===== config.mk =====
export PLATFORM = sky130hd
export DESIGN_NAME = uart_modem_status
export DESIGN_NICKNAME = d
export VERILOG_FILES = /design/src/rtl/msr_pkg.sv /design/src/rtl/msr_sync.sv /design/src/rtl/msr_arm_fsm.sv /design/src/rtl/msr_change_det.sv /design/src/rtl/uart_modem_status.sv
export SDC_FILE = /design/constraint.sdc
export NUM_CORES = 1
export LEC_CHECK = 0
export CAP_MARGIN = 20
export CORE_MARGIN = 2
export CORE_UTILIZATION = 38
export DETAILED_ROUTE_END_ITERATION = 12
export PLACE_DENSITY = 0.7
export SYNTH_ARGS = -nofsm -noshare
export SYNTH_HDL_FRONTEND = slang
export SYNTH_SLANG_ARGS = --single-unit

===== constraint.sdc =====
create_clock -name clk -period 1.2 [get_ports clk]
set_clock_uncertainty 0.15 [all_clocks]
set_input_delay 0.12 -clock clk [delete_from_list [all_inputs] [get_ports clk]]
set_output_delay 0.12 -clock clk [all_outputs]
set_load 0.05 [all_outputs]

===== src/rtl/msr_pkg.sv =====
package msr_pkg;
    localparam int NUM_LINES = 4;
    // Line positions inside a nibble; the byte layout depends on this order.
    localparam int IDX_CD  = 3;
    localparam int IDX_RI  = 2;
    localparam int IDX_DSR = 1;
    localparam int IDX_CTS = 0;

    typedef enum logic {
        ST_FILL  = 1'b0,
        ST_ARMED = 1'b1
    } msr_state_e;
endpackage


===== src/rtl/msr_sync.sv =====
module msr_sync #(
    parameter int                 WIDTH     = 4,
    parameter int                 STAGES    = 2,
    parameter logic [WIDTH-1:0]   RESET_VAL = '1
) (
    input  logic             clk,
    input  logic             rst_n,
    input  logic [WIDTH-1:0] async_i,
    output logic [WIDTH-1:0] sync_o
);
    logic [WIDTH-1:0] stage_q [STAGES];

    generate
        for (genvar s = 0; s < STAGES; s++) begin : g_stage
            if (s == 0) begin : g_first
                always_ff @(posedge clk or negedge rst_n) begin
                    if (!rst_n) stage_q[s] <= RESET_VAL;
                    else        stage_q[s] <= async_i;
                end
            end else begin : g_next
                always_ff @(posedge clk or negedge rst_n) begin
                    if (!rst_n) stage_q[s] <= RESET_VAL;
                    else        stage_q[s] <= stage_q[s-1];
                end
            end
        end
    endgenerate

    assign sync_o = stage_q[STAGES-1];
endmodule


===== src/rtl/msr_arm_fsm.sv =====
module msr_arm_fsm
    import msr_pkg::*;
#(
    parameter int SYNC_STAGES = 2
) (
    input  logic clk,
    input  logic rst_n,
    output logic armed_o
);
    localparam int CNT_W = $clog2(SYNC_STAGES + 1);
    localparam logic [CNT_W-1:0] FILL_LAST = CNT_W'(SYNC_STAGES);

    msr_state_e       state_q, state_d;
    logic [CNT_W-1:0] cnt_q, cnt_d;

    // State register (RESET_ENTRY lands in ST_FILL)
    always_ff @(posedge clk or negedge rst_n) begin
        if (!rst_n) begin
            state_q <= ST_FILL;
            cnt_q   <= '0;
        end else begin
            state_q <= state_d;
            cnt_q   <= cnt_d;
        end
    end

    // Next state and outputs
    always_comb begin
        state_d = state_q;
        cnt_d   = cnt_q;
        armed_o = 1'b0;
        unique case (state_q)
            ST_FILL: begin
                if (cnt_q == FILL_LAST) state_d = ST_ARMED; // FILL_DONE
                else                    cnt_d   = cnt_q + 1'b1;
            end
            ST_ARMED: begin
                armed_o = 1'b1;
            end
        endcase
    end

    assert_fill_leaves_once_R10: assert property (@(posedge clk) disable iff (!rst_n)
        (state_q == ST_ARMED) |=> (state_q == ST_ARMED));
endmodule


===== src/rtl/msr_change_det.sv =====
module msr_change_det #(
    parameter int               WIDTH     = 4,
    parameter logic [WIDTH-1:0] FALL_ONLY = 4'b0100
) (
    input  logic             clk,
    input  logic             rst_n,
    input  logic             armed_i,
    input  logic             rd_clr_i,
    input  logic [WIDTH-1:0] lvl_i,
    output logic [WIDTH-1:0] flags_o
);
    logic [WIDTH-1:0] prev_q;
    logic [WIDTH-1:0] flag_q;
    logic [WIDTH-1:0] event_w;

    generate
        for (genvar i = 0; i < WIDTH; i++) begin : g_line
            if (FALL_ONLY[i]) begin : g_fall
                assign event_w[i] = armed_i & prev_q[i] & ~lvl_i[i];
                assert_ring_trailing_only_R4: assert property (@(posedge clk) disable iff (!rst_n)
                    $rose(flag_q[i]) |-> ($past(prev_q[i]) && !$past(lvl_i[i])));
            end else begin : g_any
                assign event_w[i] = armed_i & (prev_q[i] ^ lvl_i[i]);
                assert_any_edge_flags_R3: assert property (@(posedge clk) disable iff (!rst_n)
                    (armed_i && (prev_q[i] != lvl_i[i])) |=> flag_q[i]);
            end
        end
    endgenerate

    always_ff @(posedge clk or negedge rst_n) begin
        if (!rst_n) begin
            prev_q <= '0;
            flag_q <= '0;
        end else begin
            prev_q <= lvl_i;
            flag_q <= (flag_q & ~{WIDTH{rd_clr_i}}) | event_w;
        end
    end

    assign flags_o = flag_q;

    assert_read_clears_R5: assert property (@(posedge clk) disable iff (!rst_n)
        (rd_clr_i && (event_w == '0)) |=> (flag_q == '0));
    assert_event_survives_read_R6: assert property (@(posedge clk) disable iff (!rst_n)
        (rd_clr_i && (event_w != '0)) |=> ((flag_q & $past(event_w)) == $past(event_w)));
    assert_quiet_while_filling_R10: assert property (@(posedge clk) disable iff (!rst_n)
        !armed_i |-> (flag_q == '0));
endmodule


===== src/rtl/uart_modem_status.sv =====
module uart_modem_status
    import msr_pkg::*;
#(
    parameter int SYNC_STAGES = 2
) (
    input  logic       clk,
    input  logic       rst_n,
    input  logic       cd_n,
    input  logic       ri_n,
    input  logic       dsr_n,
    input  logic       cts_n,
    input  logic       loopback_en,
    input  logic [3:0] mcr_bits,
    input  logic       rd_strobe,
    output logic [7:0] status_o,
    output logic       irq_o
);
    localparam logic [NUM_LINES-1:0] RING_MASK = NUM_LINES'(1) << IDX_RI;

    logic [NUM_LINES-1:0] pins_n;
    logic [NUM_LINES-1:0] pins_sync_n;
    logic [NUM_LINES-1:0] lb_lvl;
    logic [NUM_LINES-1:0] lvl;
    logic [NUM_LINES-1:0] flags;
    logic                 armed;

    always_comb begin
        pins_n          = '0;
        pins_n[IDX_CD]  = cd_n;
        pins_n[IDX_RI]  = ri_n;
        pins_n[IDX_DSR] = dsr_n;
        pins_n[IDX_CTS] = cts_n;
        lb_lvl          = '0;
        lb_lvl[IDX_CD]  = mcr_bits[3];
        lb_lvl[IDX_RI]  = mcr_bits[2];
        lb_lvl[IDX_DSR] = mcr_bits[0];
        lb_lvl[IDX_CTS] = mcr_bits[1];
    end

    msr_sync #(
        .WIDTH     (NUM_LINES),
        .STAGES    (SYNC_STAGES),
        .RESET_VAL ('1)
    ) u_sync (
        .clk     (clk),
        .rst_n   (rst_n),
        .async_i (pins_n),
        .sync_o  (pins_sync_n)
    );

    assign lvl = loopback_en ? lb_lvl : ~pins_sync_n;

    msr_arm_fsm #(
        .SYNC_STAGES (SYNC_STAGES)
    ) u_fsm (
        .clk     (clk),
        .rst_n   (rst_n),
        .armed_o (armed)
    );

    msr_change_det #(
        .WIDTH     (NUM_LINES),
        .FALL_ONLY (RING_MASK)
    ) u_det (
        .clk      (clk),
        .rst_n    (rst_n),
        .armed_i  (armed),
        .rd_clr_i (rd_strobe),
        .lvl_i    (lvl),
        .flags_o  (flags)
    );

    assign status_o = {lvl, flags};
    assign irq_o    = |flags;

    assert_irq_drops_after_read_R7: assert property (@(posedge clk) disable iff (!rst_n)
        (irq_o && rd_strobe && $stable(lvl) && armed) |=> !irq_o);
endmodule


==> impl_metrics.csv <==
group,metric,value,unit
synthesis,synth_cell_type_count,16,
outcome,outcome,"complete, but fails checks",
clock_network,clk-insertion-delay-late,300,ps
global_routing,grt_pass1_vias,534,
floorplan,initial_core_util,40.3,%
sta,fin_ws,-483,ps
route,routedWlPerCell,14.3,um
synthesis,netlist_area,688,um^2
worst_hold_path,holdPathStages,1,
route,dr.pass1.iters,4,
placed_design,place.gp.congestion,0.642,
floorplan,die_width,46.6,um
placed_design,io_buffers,20,
clock_network,cts_max_level,1,
worst_hold_path,min_path_type,"in -> reg",
floorplan,dieArea,0.00217,mm^2
placed_design,dp_hpwl,964,um
global_routing,overflow,0,
floorplan,die_h,46.6,um
finish,diodes,0,
finish,nets,99,
clock_network,clock_sinks,19,
global_routing,antenna_found_initial,0,
setup_path,start_kind,"register",
synthesis,synthesis.nets,61,
finish,final_cell_area,0.00128,mm^2
route,vias_per_cell,4.78,
floorplan,ios,21,
synthesis,yosysWarnings,0,
synthesis,yosys.area.top_type,"dfrtp_1",
setup_path,critPathMaxFanout,2,
global_routing,track_usage,17.4,%
sta,relSlewSlack,84.6,%
setup_path,reg2regPathDepth,3,
finish,final_layout_size_suffix_gt1_share,56.5,%
power,p_leak,0.557,nW
setup_path,r2r_slack,-20,ps
global_routing,grt_max_degree,20,
sta,grt_setup_unrepaired,"yes",
setup_path,cp.arrival,1410,ps
clock_network,cts-root-buf,"clkbuf_4",
flow_run,drv_cap,0,
route,drt_wl_total,1570,um
clock_network,cts_tree,"done",
synthesis,synth_top_cells_by_area,"dfrtp_1 40%, dfstp_2 31%, o2111a_1 4.9%",
route,drc,0,
global_routing,grt_first_pass_wirelength,2440,um
synthesis,avgSynthCellArea,14.3,um^2
sta,hold_violations,0,
route,drtIter0Drc,2,
outcome,violations,"setup timing",
floorplan,core,0.00171,mm^2
finish,mostFrequentLayoutCells,"10 x clkdlybuf4s50_1, 10 x buf_12, 8 x dfstp_2, 7 x dfrtp_1, 6 x buf_6",
synthesis,yosysSeqAreaShare,70.5,%
floorplan,fp-row-count,15,
sta,whs,68.1,ps
clock_network,clockBufferDepth,2,
synthesis,synth_seq_cells,19,
sta,drv_slew,0,
synthesis,syn_inst,48,
finish,nFillCells,100,
finish,area_growth,86.4,%
route,vias,526,
clock_network,clk_pin_slew,100,ps
sta,period_needed,1680,ps
setup_path,required,930,ps
setup_path,cp-end-kind,"output pin",
sta,period_share,140,%
setup_path,worstSetupPathType,"reg -> out",
synthesis,synth_top_area_share,40.0,%
sta,max_freq,594,MHz
power,power_per_cell_area,1200,mW/mm^2
sta,worst_pin_slew,226,ps
route,drtAntennaViolNets,0,
sta,finalSetupViolations,12,
power,ir_worst_vdd,0.000764,V
clock_network,cts_made_buffers,3,
placed_design,place_area,0.00113,mm^2
layout make-up:
| cell class | instances | area, um^2 | share of cell area, % |
|---|---|---|---|
| Clock buffer | 4 | 26.3 | 2.05 |
| Inverter | 3 | 11.3 | 0.878 |
| Multi-Input combinational cell | 24 | 251 | 19.6 |
| Sequential cell | 19 | 490 | 38.2 |
| Tap cell | 25 | 31.3 | 2.44 |
| Timing Repair Buffer | 35 | 472 | 36.8 |
state kept, by name, summed over array words and instances (netlist names):
name / flops
u_sync.sync_o: 4
u_fsm.state_q: 1
u_fsm.cnt_q: 2
u_det.flags_o: 4
u_det.prev_q: 4
u_sync.stage_q: 4
synth_stat cells:
| cell | count |
|---|---|
| ha_1 | 1 |
| buf_2 | 1 |
| xnor2_1 | 1 |
| nand2_1 | 5 |
| or4_1 | 1 |
| inv_1 | 3 |
| mux2i_1 | 1 |
| dfstp_2 | 8 |
| or2_0 | 1 |
| a221o_1 | 3 |
| o21ai_1 | 4 |
| buf_6 | 1 |
| dfrtp_1 | 11 |
| nor2b_1 | 3 |
| o2111a_1 | 3 |
| o2bb2ai_1 | 1 |
routing by layer:
layer	global-route usage [%]	wire length, um
met1	19.5	602
met4	12.0	45
met5	0	0
met3	5.10	86
met2	28.1	836
cells by family (layout without fill, tap and decap cells):
group | after synthesis | count (layout) | synth area share, %
mux | 1 | 1 | 1.45
simple gates | 10 | 10 | 7.46
fa+ha+maj | 1 | 1 | 1.82
buf+inv | 5 | 42 | 4.00
compound gates | 11 | 11 | 13.5
xor+xnor | 1 | 1 | 1.27
flops | 19 | 19 | 70.5
power by group:
part / leakage (nW) / internal (mW) / switching, mW / total (mW)
Clock: 0.0150 / 0.130 / 0.191 / 0.321
Sequential: 0.206 / 0.696 / 0.0301 / 0.726
Combinational: 0.337 / 0.271 / 0.217 / 0.488
Total: 0.557 / 1.10 / 0.439 / 1.54
final timing paths:
path                                             start                           to
max                         u_det.flags_o[3]$_DFF_PN0_                        irq_o
min                                               cd_n  u_sync.stage_q[7]$_DFF_PN1_
max reg2reg                 u_det.flags_o[3]$_DFF_PN0_   u_det.flags_o[3]$_DFF_PN0_
min reg2reg                u_sync.stage_q[7]$_DFF_PN1_   u_sync.sync_o[3]$_DFF_PN1_
max in group asynchronous                        rst_n   u_sync.sync_o[3]$_DFF_PN1_
min in group asynchronous                        rst_n    u_det.prev_q[2]$_DFF_PN0_
through the flow:
| step | setup slack, ps | TNS [ps] | std cells | utilization, % | total power, mW |
|---|---|---|---|---|---|
| floorplan | -244 | -425 | 48 | - | 0.910 |
| global placement | -354 | -2760 | 100 | 66.2 | 1.15 |
| detailed placement | -390 | -2980 | 100 | 66.2 | 1.16 |
| CTS | -482 | -1470 | 107 | 71.9 | 1.51 |
| global route | -513 | -1910 | 110 | 75.1 | 1.60 |
| finish | -483 | -1480 | 110 | 75.1 | 1.54 |
worst max-delay path: stages, from the launching register on:
cell and delay [ps]:
dfrtp_2 420, or4_4 540, buf_8 160
what timing repair did:
item                       CTS  global route
hold endpoints to repair     0            10
gates resized for setup      9            10
setup buffers                3             5
setup endpoints to repair   14            14
hold buffers                 0             1
cloned                       1             0
pin swaps                    1             3
Power figures use the tool's default switching activity.
